## src/rtl/gpio_irq_pkg.sv

```systemverilog
package gpio_irq_pkg;

  localparam int OFS_W = 12;

  localparam logic [OFS_W-1:0] OFS_MODE  = 12'h404;
  localparam logic [OFS_W-1:0] OFS_DUAL  = 12'h408;
  localparam logic [OFS_W-1:0] OFS_POL   = 12'h40C;
  localparam logic [OFS_W-1:0] OFS_EN    = 12'h410;
  localparam logic [OFS_W-1:0] OFS_RAW   = 12'h414;
  localparam logic [OFS_W-1:0] OFS_MASK  = 12'h418;
  localparam logic [OFS_W-1:0] OFS_CLR   = 12'h41C;

  typedef enum logic [2:0] {
    SEL_NONE,
    SEL_MODE,
    SEL_DUAL,
    SEL_POL,
    SEL_EN,
    SEL_RAW,
    SEL_MASK,
    SEL_CLR
  } reg_sel_e;

  function automatic reg_sel_e decode_ofs(input logic [OFS_W-1:0] a);
    reg_sel_e s;
    case (a)
      OFS_MODE: s = SEL_MODE;
      OFS_DUAL: s = SEL_DUAL;
      OFS_POL:  s = SEL_POL;
      OFS_EN:   s = SEL_EN;
      OFS_RAW:  s = SEL_RAW;
      OFS_MASK: s = SEL_MASK;
      OFS_CLR:  s = SEL_CLR;
      default:  s = SEL_NONE;
    endcase
    return s;
  endfunction

endpackage

```

## src/rtl/gpio_irq_sync.sv

```systemverilog
module gpio_irq_sync #(
  parameter int W      = 8,
  parameter int STAGES = 2
) (
  input  logic         clk,
  input  logic         rst,
  input  logic [W-1:0] d,
  output logic [W-1:0] q
);

  logic [W-1:0] stg [STAGES];

  always_ff @(posedge clk) begin
    if (rst) begin
      for (int k = 0; k < STAGES; k++) stg[k] <= '0;
    end else begin
      stg[0] <= d;
      for (int k = 1; k < STAGES; k++) stg[k] <= stg[k-1];
    end
  end

  assign q = stg[STAGES-1];

endmodule

```

## src/rtl/gpio_irq_detect.sv

```systemverilog
module gpio_irq_detect #(
  parameter int W = 8
) (
  input  logic         clk,
  input  logic         rst,
  input  logic [W-1:0] pin_s,
  input  logic [W-1:0] cfg_level,
  input  logic [W-1:0] cfg_dual,
  input  logic [W-1:0] cfg_pol,
  input  logic [W-1:0] clr,
  output logic [W-1:0] raw
);

  logic [W-1:0] pin_d;

  always_ff @(posedge clk) begin
    if (rst) pin_d <= '0;
    else     pin_d <= pin_s;
  end

  for (genvar g = 0; g < W; g++) begin : g_pin
    logic rise, fall, evt, lat_q;

    assign rise = pin_s[g] & ~pin_d[g];
    assign fall = ~pin_s[g] & pin_d[g];
    assign evt  = ~cfg_level[g] &
                  (cfg_dual[g] ? (rise | fall) : (cfg_pol[g] ? rise : fall));

    // New event takes priority over a simultaneous clear.
    always_ff @(posedge clk) begin
      if (rst)               lat_q <= 1'b0;
      else if (cfg_level[g]) lat_q <= 1'b0;
      else                   lat_q <= evt | (lat_q & ~clr[g]);
    end

    assign raw[g] = cfg_level[g] ? ~(pin_s[g] ^ cfg_pol[g]) : lat_q;

    p_edge_hold_r5: assert property (@(posedge clk) disable iff (rst)
      (lat_q && !clr[g] && !cfg_level[g]) |=> lat_q)
      else $error("edge status lost without clear");

    p_edge_clear_r5: assert property (@(posedge clk) disable iff (rst)
      (clr[g] && !evt && !cfg_level[g]) |=> !lat_q)
      else $error("edge status survived a clear");

    p_new_edge_wins_r7: assert property (@(posedge clk) disable iff (rst)
      (evt && clr[g]) |=> lat_q)
      else $error("simultaneous clear dropped new edge");
  end

endmodule

```

## src/rtl/gpio_irq_regs.sv

```systemverilog
module gpio_irq_regs
  import gpio_irq_pkg::*;
#(
  parameter int W = 8
) (
  input  logic             clk,
  input  logic             rst,
  input  logic             bus_sel,
  input  logic             bus_we,
  input  logic [OFS_W-1:0] bus_addr,
  input  logic [W-1:0]     bus_wdata,
  input  logic [W-1:0]     raw,
  input  logic [W-1:0]     masked,
  output logic [W-1:0]     cfg_level,
  output logic [W-1:0]     cfg_dual,
  output logic [W-1:0]     cfg_pol,
  output logic [W-1:0]     cfg_en,
  output logic [W-1:0]     clr,
  output logic [W-1:0]     rdata
);

  reg_sel_e sel;
  logic     wr_stb, rd_stb;

  assign sel    = bus_sel ? decode_ofs(bus_addr) : SEL_NONE;
  assign wr_stb = bus_sel & bus_we;
  assign rd_stb = bus_sel & ~bus_we;

  always_ff @(posedge clk) begin
    if (rst) begin
      cfg_level <= '0;
      cfg_dual  <= '0;
      cfg_pol   <= '0;
      cfg_en    <= '0;
    end else if (wr_stb) begin
      case (sel)
        SEL_MODE: cfg_level <= bus_wdata;
        SEL_DUAL: cfg_dual  <= bus_wdata;
        SEL_POL:  cfg_pol   <= bus_wdata;
        SEL_EN:   cfg_en    <= bus_wdata;
        default:  ;
      endcase
    end
  end

  assign clr = (wr_stb && sel == SEL_CLR) ? bus_wdata : '0;

  always_ff @(posedge clk) begin
    if (rst) begin
      rdata <= '0;
    end else if (rd_stb) begin
      case (sel)
        SEL_MODE: rdata <= cfg_level;
        SEL_DUAL: rdata <= cfg_dual;
        SEL_POL:  rdata <= cfg_pol;
        SEL_EN:   rdata <= cfg_en;
        SEL_RAW:  rdata <= raw;
        SEL_MASK: rdata <= masked;
        default:  rdata <= '0;
      endcase
    end
  end

  p_clear_reads_zero_r1: assert property (@(posedge clk) disable iff (rst)
    (bus_sel && !bus_we && bus_addr == OFS_CLR) |=> (rdata == '0))
    else $error("clear register read nonzero");

  p_rdata_hold_r10: assert property (@(posedge clk) disable iff (rst)
    !(bus_sel && !bus_we) |=> $stable(rdata))
    else $error("read data changed without a read");

endmodule

```

## src/rtl/gpio_irq_unit.sv

```systemverilog
module gpio_irq_unit
  import gpio_irq_pkg::*;
#(
  parameter int NPINS       = 8,
  parameter int SYNC_STAGES = 2
) (
  input  logic             clk,
  input  logic             rst,
  input  logic [NPINS-1:0] pin_i,
  input  logic             bus_sel,
  input  logic             bus_we,
  input  logic [OFS_W-1:0] bus_addr,
  input  logic [NPINS-1:0] bus_wdata,
  output logic [NPINS-1:0] bus_rdata,
  output logic             irq_o
);

  logic [NPINS-1:0] pin_s, raw, masked;
  logic [NPINS-1:0] cfg_level, cfg_dual, cfg_pol, cfg_en, clr;
  logic             irq_q;

  gpio_irq_sync #(.W(NPINS), .STAGES(SYNC_STAGES)) u_sync (
    .clk (clk),
    .rst (rst),
    .d   (pin_i),
    .q   (pin_s)
  );

  gpio_irq_detect #(.W(NPINS)) u_detect (
    .clk       (clk),
    .rst       (rst),
    .pin_s     (pin_s),
    .cfg_level (cfg_level),
    .cfg_dual  (cfg_dual),
    .cfg_pol   (cfg_pol),
    .clr       (clr),
    .raw       (raw)
  );

  gpio_irq_regs #(.W(NPINS)) u_regs (
    .clk       (clk),
    .rst       (rst),
    .bus_sel   (bus_sel),
    .bus_we    (bus_we),
    .bus_addr  (bus_addr),
    .bus_wdata (bus_wdata),
    .raw       (raw),
    .masked    (masked),
    .cfg_level (cfg_level),
    .cfg_dual  (cfg_dual),
    .cfg_pol   (cfg_pol),
    .cfg_en    (cfg_en),
    .clr       (clr),
    .rdata     (bus_rdata)
  );

  assign masked = raw & cfg_en;

  always_ff @(posedge clk) begin
    if (rst) irq_q <= 1'b0;
    else     irq_q <= |masked;
  end

  assign irq_o = irq_q;

  p_irq_rise_r9: assert property (@(posedge clk) disable iff (rst)
    (|masked) |=> irq_o)
    else $error("pending masked status did not raise interrupt");

  p_irq_fall_r9: assert property (@(posedge clk) disable iff (rst)
    !(|masked) |=> !irq_o)
    else $error("interrupt raised with nothing pending");

endmodule

```

## config.mk

```make
export PLATFORM = sky130hd
export DESIGN_NAME = gpio_irq_unit
export DESIGN_NICKNAME = d
export VERILOG_FILES = /design/src/rtl/gpio_irq_pkg.sv /design/src/rtl/gpio_irq_sync.sv /design/src/rtl/gpio_irq_detect.sv /design/src/rtl/gpio_irq_regs.sv /design/src/rtl/gpio_irq_unit.sv
export SDC_FILE = /design/constraint.sdc
export NUM_CORES = 1
export LEC_CHECK = 0
export BUFFER_PORTS_ARGS = -buffer_cell sky130_fd_sc_hd__buf_4
export CAP_MARGIN = 5
export CORE_ASPECT_RATIO = 2
export CORE_MARGIN = 2
export CORE_UTILIZATION = 50
export DETAILED_ROUTE_END_ITERATION = 8
export PLACE_DENSITY = 0.8
export SETUP_SLACK_MARGIN = 0.1
export SYNTH_ARGS = -nofsm -noshare
export SYNTH_HDL_FRONTEND = slang
export SYNTH_SLANG_ARGS = --single-unit
export TNS_END_PERCENT = 20
```

## constraint.sdc

```tcl
create_clock -name clk -period 1.55 [get_ports clk]
set_input_delay 0.155 -clock clk [delete_from_list [all_inputs] [get_ports clk]]
set_output_delay 0.155 -clock clk [all_outputs]
set_load 0.01 [all_outputs]
```

# Yosys cells after proc, flatten, opt, wreduce, memory -nomap -nowiden
# Memory sizes are Yosys's and may differ from the RTL's.
# Cells that the tools add are included.
[word_totals]
rom_bits = 0
ff_bits = 57
out_inout_bits = 9
wordCells = 179
latchBits = 0
mem_bits_rw = 16
mem_count = 1
inputBits = 32
[op_classes]
div = 0
shifts = 0
n_lt_le_gt_ge = 0
eq_ne = 14
mul = 0
n_addsub = 0
reduce_logical = 14
mux = 33
n_bitwise = 102
[mem_list]
columns = ["name", "words", "width", "rd", "rd_clocked_by_memory_dff", "wr", "line_no", "text"]
rows = [
  ["u_sync.stg", 2, 8, 2, 0, 2, "gpio_irq_sync.sv:11", "logic [W-1:0] stg [STAGES];"],
]
[op_table]
columns = ["operator", "count"]
rows = [
  ["== test 12 x 11 -> 1 bit (second input constant)", 7],
  ["case mux 8 bit (6 select lines)", 1],
  ["NOT 1 bit", 41],
  ["bitwise AND 1 bit", 34],
  ["two-way mux 1 bit", 27],
  ["two-way mux 8 bit", 3],
  ["case mux 3 bit (7 select lines)", 1],
  ["bitwise OR 1 bit", 18],
  ["OR reduction 2 bit", 8],
  ["== test 3 bit (second input constant)", 4],
  ["bitwise AND 8 bit", 1],
  ["AND reduction 2 bit", 4],
  ["OR reduction 8 bit", 1],
  ["XOR 1 bit", 8],
  ["== test 3 x 2 -> 1 bit (second input constant)", 2],
  ["== test 3 x 1 -> 1 bit (second input constant)", 1],
  ["two-way mux 3 bit", 1],
  ["logical AND 1 bit", 1],
]

# Logic depth before layout (Yosys ltp)
[depth]
ltp_word = 9
depth_mapped = 7
ltp_nobuf = 5

# Cells and area by module
# From an unflattened synthesis, not the netlist that was laid out.
[hier_totals]
cells_unflattened = 378
hier_area_um2 = 3797.4
[by_module_without_submodules]
columns = ["module", "seq_area_each_um2", "n_inst", "area_per_inst_um2", "cells_each"]
rows = [
  ["gpio_irq_regs", 800.8, 1, 2020.7, 210],
  ["gpio_irq_detect", 320.3, 1, 1151.1, 114],
  ["gpio_irq_sync", 320.3, 1, 524.3, 41],
  ["gpio_irq_unit", 20.0, 1, 101.3, 13],
]

# Worst setup path before layout
# Ideal clock, no wire load.
[synth_path]
path_type = "input-to-reg"
startpoint = "input port bus_addr[7]"
endpoint = "register u_regs.cfg_pol[0]"
required_time_ns = 1.433
path_buffers = 1
slack_ns = 0.184
arrival_ns = 1.248
setup_time_ns = 0.117
path_stages = 6
cell_sequence = "nor4_2 and4b_4 and4_4 buf_12 mux2i_1 nor2_1"
[synth_between]
elab_chain_cells = 5
word_cells_on_any_way = 11
classes_between = "eq/ne: 8; mux: 2; reduce/logical: 1"
[synth_lines]
columns = ["item", "line_no", "text"]
rows = [
  ["from (decl)", "gpio_irq_unit.sv:12", "input logic [OFS_W-1:0] bus_addr,"],
  ["== test 12 x 11 -> 1 bit", "gpio_irq_pkg.sv:26", "case (a)"],
  ["case mux 3 bit (7 select lines) (*)", "gpio_irq_pkg.sv:26", ""],
  ["two-way mux 3 bit (*)", "gpio_irq_regs.sv:25", "assign sel = bus_sel ? decode_ofs(bus_addr) : SEL_NONE;"],
  ["== test 3 x 2 -> 1 bit (*)", "gpio_irq_regs.sv:36", "case (sel)"],
  ["AND reduction 2 bit (no line) (*)", "--", ""],
  ["to (signal assigned)", "gpio_irq_regs.sv:39", "SEL_POL: cfg_pol <= bus_wdata;"],
  ["to (decl)", "gpio_irq_regs.sv:16", "output logic [W-1:0] cfg_pol,"],
]
# Every way passes the cells marked *; elsewhere a longest branch is shown, timed or not.
# A chain may end at the register's enable or synchronous reset.

# Final worst setup path
[layout_path]
startpoint = "register u_regs.cfg_pol[1]"
endpoint = "register irq_q (netlist: irq_o)"
[layout_between]
elab_chain_cells = 5
[layout_lines]
columns = ["item", "line_no", "text"]
rows = [
  ["XOR 1 bit", "gpio_irq_detect.sv:36", "assign raw[g] = cfg_level[g] ? ~(pin_s[g] ^ cfg_pol[g]) : lat_q;"],
  ["NOT 1 bit", "gpio_irq_detect.sv:36", ""],
  ["two-way mux 1 bit", "gpio_irq_detect.sv:36", ""],
  ["bitwise AND 8 bit", "gpio_irq_unit.sv:57", "assign masked = raw & cfg_en;"],
  ["OR reduction 8 bit", "gpio_irq_unit.sv:61", "else irq_q <= |masked;"],
  ["to (signal assigned)", "gpio_irq_unit.sv:61", ""],
  ["to (decl)", "gpio_irq_unit.sv:20", "logic irq_q;"],
]
# Every way passes these cells.

==> results.yml <==
clocking:
  postCtsSetupRepairBufs: 0
  htreeDepth: 3
  cts_made_buffers: 9
  cts.hold.buffers_added: 0
  clk_transition_reported_paths_ps: 60
  root_buffer: "sky130_fd_sc_hd__clkbuf_16"
  cts.sink_count: 73
  tritoncts_clock_tree: "yes"
  clock_tree.buffer_depth: 2
  cts_resized: 0
  clkLatencyLatePin_ps: 330
floorplanning:
  fp-row-count: 44
  core_box_area_sq_um: 7157
  die_w_um: 64.23
  die_y_um: 124.5
  top_level_ports: 41
  design.die.area_sq_um: 7993
  initial_core_util_pct: 50.68
layout:
  layout.cell_area.non_filler_sq_um: 4358
  diodes_inserted: 0
  layout.nets: 486
  layout-drive-gt1-share_pct: 19.41
  finalCoreUtilization_pct: 60.89
  area_growth_syn_to_layout_pct: 20.14
  filler_cell_count: 623
global_route:
  remaining_overflow_grt: 0
  vias_in_the_first_global_route: 2666
  grt_start_max_net_pins: 68
  grt_use_total_pct: 20.23
  grt_first_pass_wirelength_um: 12560
  antenna_found_initial: 0
route:
  ant_nets: 0
  detail_route.wirelength_um: 7511
  drt-initial-drc-count: 166
  firstDrtPassIters: 4
  post_drt_via_cell_ratio: 5.273
  drc_errors: 0
  route.vias.total: 2821
  wire_per_inst_um: 14.04
place:
  pre_cts_ws_ps: -143.1
  buffer_ports.inserted: 40
  post-dp-hpwl_um: 5160
  gpl.final_weighted_congestion: 0.8586
  placedInstanceArea_sq_um: 4051
synthesis:
  post_synth_xor_area_fraction_pct: 1.932
  syn_area_sq_um: 3627
  synth-seq-cells: 73
  ys_seq_area_share_pct: 40.29
  ys_warn_count: 0
  adder_cell_share_of_the_synthesized_area_pct: 5.519
  synth_compound_gate_area_share_pct: 12.04
  proportion_of_netlist_area_held_by_the_largest_area_contributor_pct: 40.29
  post_synth_and_or_nand_nor_area_fraction_pct: 17.52
  netlist_instances: 393
  yosys.area.top_type: "sky130_fd_sc_hd__dfxtp_1"
  synth.area.mux_share_pct: 15.45
  syn-mean-instance-area_sq_um: 9.230
  synth.distinct_cells: 40
  synth_fp_nets: 441
  synth_top_cells_by_area: "sky130_fd_sc_hd__dfxtp_1, sky130_fd_sc_hd__mux2i_1, sky130_fd_sc_hd__ha_1"
  synth_top_family_by_area: "simple AND/OR/NAND/NOR gates"
setup_path:
  endpoint: "irq_o$_SDFF_PP0_"
  setup.worst_path.end_class: "flop"
  start_point_of_the_critical_path: "u_regs.cfg_pol[1]$_SDFFE_PP0P_"
  critical_path.cell_chain: "xnor2_1 > mux2i_1 > o22ai_1 > a211oi_1 > a21oi_1"
  reg2reg_slack_ps: 160
  rr_worst_depth: 5
  r2r_start: "u_regs.cfg_pol[1]$_SDFFE_PP0P_"
  critPathSlowestCell: "sky130_fd_sc_hd__dfxtp_1"
  worst-path-stages: 5
  timing.critical_path.fanout_max: 4
  critical_path.max_stage_delay_ps: 400
  worst-setup-path-type: "reg2reg"
  timing.critical_path.buf_inv: 0
  worst_ep_required_time_ps: 1760
  timing.rr.end: "irq_o$_SDFF_PP0_"
  path_delay_family: "compound AO/OA/AOI/OAI gates"
  setup.worst_path.start_class: "flop"
  cp.arrival_ps: 1590
sta:
  timing.slew.headroom_pct: 70.60
  timing.fmax_mhz: 721.8
  max_slew.worst_pin.slew_ps: 440.1
  report.final.slew_viol_count: 0
  timing.final.setup_violations: 0
  fin_skew_ps: 3.486
  min_period_over_period_pct: 89.38
  postLayoutSetupSlackWorst_ps: 164.6
  report.final.hold_viol_count: 0
  rsz0062_at_grt: "no"
  layout_min_cycle_time_ps: 1385
power_and_ir_drop:
  vdd_ir_drop_max_mv: 0.6540
  power_per_cell_area_nw_per_um2: 980.7
  power.leakage_nw: 1.612
run:
  max-cap-violations: 0
status:
  result_of_the_run: "complete, no violations"
min_path:
  timing.hold.worst.class: "in2reg"
## Yosys cell counts
library cell and number:
sky130_fd_sc_hd__inv_1 31, sky130_fd_sc_hd__nand3b_1 15, sky130_fd_sc_hd__and3_2 2, sky130_fd_sc_hd__o21ai_0 26, sky130_fd_sc_hd__and3_1 1, sky130_fd_sc_hd__a211oi_1 9
sky130_fd_sc_hd__o211ai_1 1, sky130_fd_sc_hd__nor2b_1 20, sky130_fd_sc_hd__nor3b_1 1, sky130_fd_sc_hd__a21oi_1 15, sky130_fd_sc_hd__a221oi_1 1, sky130_fd_sc_hd__nor2_1 53
sky130_fd_sc_hd__and4b_4 1, sky130_fd_sc_hd__xor2_1 1, sky130_fd_sc_hd__o31ai_1 7, sky130_fd_sc_hd__or3_1 1, sky130_fd_sc_hd__nor4_2 1, sky130_fd_sc_hd__buf_6 4
sky130_fd_sc_hd__nor2_4 1, sky130_fd_sc_hd__clkbuf_1 3, sky130_fd_sc_hd__nand2_1 12, sky130_fd_sc_hd__nand2b_1 3, sky130_fd_sc_hd__o32ai_1 1, sky130_fd_sc_hd__buf_12 1
sky130_fd_sc_hd__mux2i_1 47, sky130_fd_sc_hd__buf_4 4, sky130_fd_sc_hd__dfxtp_1 73, sky130_fd_sc_hd__nand3_2 1, sky130_fd_sc_hd__a31oi_1 1, sky130_fd_sc_hd__buf_2 8
sky130_fd_sc_hd__nand3_1 2, sky130_fd_sc_hd__o22ai_1 3, sky130_fd_sc_hd__a22o_1 7, sky130_fd_sc_hd__mux2_2 8, sky130_fd_sc_hd__nor3_1 2, sky130_fd_sc_hd__nand4_2 1
sky130_fd_sc_hd__and3b_1 1, sky130_fd_sc_hd__and4_4 1, sky130_fd_sc_hd__xnor2_1 7, sky130_fd_sc_hd__ha_1 16
## cells by family (layout without fill, tap and decap cells)
logic type                 Yosys count  after routing
AOI/OAI and AO/OA                   71             71
xor gates and xnor gates             8              8
adders and majority gates           16             16
and+or+nand+nor                    119            119
buffers and inverters               51            101
muxes                               55             55
DFF                                 73             73
## worst min path at each step
stage,to,startpoint,cells after the start,slack [ps]
4_1_cts,u_sync.stg[0][3]$_SDFF_PP0_,pin_i[3],2,20
3_5_place_dp,u_sync.stg[0][3]$_SDFF_PP0_,pin_i[3],2,370
5_1_grt,u_sync.stg[0][3]$_SDFF_PP0_,pin_i[3],2,30
3_3_place_gp,u_sync.stg[0][7]$_SDFF_PP0_,pin_i[7],2,370
6_report,u_sync.stg[0][2]$_SDFF_PP0_,pin_i[2],2,30
2_1_floorplan,u_sync.stg[0][0]$_SDFF_PP0_,pin_i[0],1,280
## power by group
part	internal [mW]	total (mW)	switching, mW
Clock	1.33	2.08	0.759
Combinational	0.125	0.263	0.139
Sequential	1.91	1.93	0.0158
## layout by cell type, fill, tap and decap left out, types with 4 or more instances in the layout
master and n:
sky130_fd_sc_hd__a21oi_1 15, sky130_fd_sc_hd__xnor2_1 7, sky130_fd_sc_hd__o31ai_1 7, sky130_fd_sc_hd__o21ai_0 26, sky130_fd_sc_hd__clkbuf_16 9, sky130_fd_sc_hd__nand3b_1 15
sky130_fd_sc_hd__nand2_1 12, sky130_fd_sc_hd__ha_1 16, sky130_fd_sc_hd__dfxtp_1 73, sky130_fd_sc_hd__mux2i_1 47, sky130_fd_sc_hd__nor2_1 53, sky130_fd_sc_hd__buf_4 50
sky130_fd_sc_hd__inv_1 31, sky130_fd_sc_hd__a211oi_1 9, sky130_fd_sc_hd__mux2_2 8, sky130_fd_sc_hd__buf_12 4, sky130_fd_sc_hd__a22o_1 7, sky130_fd_sc_hd__nor2b_1 20
## layout make-up
type,instances,area (sq um),share of cell area (%)
repair buffers,54,455.4,10.45
flip-flops and latches,73,1461,33.53
clock buffers,11,252.7,5.800
well taps,92,115.1,2.641
inverters,31,116.4,2.670
clock inverters,5,53.80,1.235
multi-input cells,269,1903,43.67
## metal layers
metal | GRT usage [%] | wire length [um] | vias up
met1 | 25.06 | 3316 | 1295
met5 | 0 | 0 | -
li1 | - | - | 1434
met2 | 31.56 | 3605 | 75
met3 | 6.052 | 381 | 17
met4 | 9.887 | 208 | 0
## worst register-to-register path: stages, from the launching register on
cell,delay [ps]
sky130_fd_sc_hd__dfxtp_1,400
sky130_fd_sc_hd__xnor2_1,90
sky130_fd_sc_hd__mux2i_1,250
sky130_fd_sc_hd__o22ai_1,140
sky130_fd_sc_hd__a211oi_1,250
sky130_fd_sc_hd__a21oi_1,120
## per-stage QoR
stage                     std cells  TNS (ps)  power (mW)  hold slack (ps)
final                           535         0       4.274            28.56
after global routing            535         0       4.418            26.87
after CTS                       535         0       4.323            20.73
after detailed placement        519     -2422       2.230            371.7
after global placement          519    -86.93       2.223            366.0
after floorplan                 393         0       2.110            283.2
## sequential cells by signal, summed over array words and instances, names as in the netlist
register	count
u_sync.stg	16
u_detect.g_pin.lat_q	8
u_detect.pin_d	8
u_regs.cfg_dual	8
u_regs.cfg_en	8
u_regs.cfg_level	8
u_regs.cfg_pol	8
u_regs.rdata	8
irq_o	1
(Power assumes the default switching activity.)
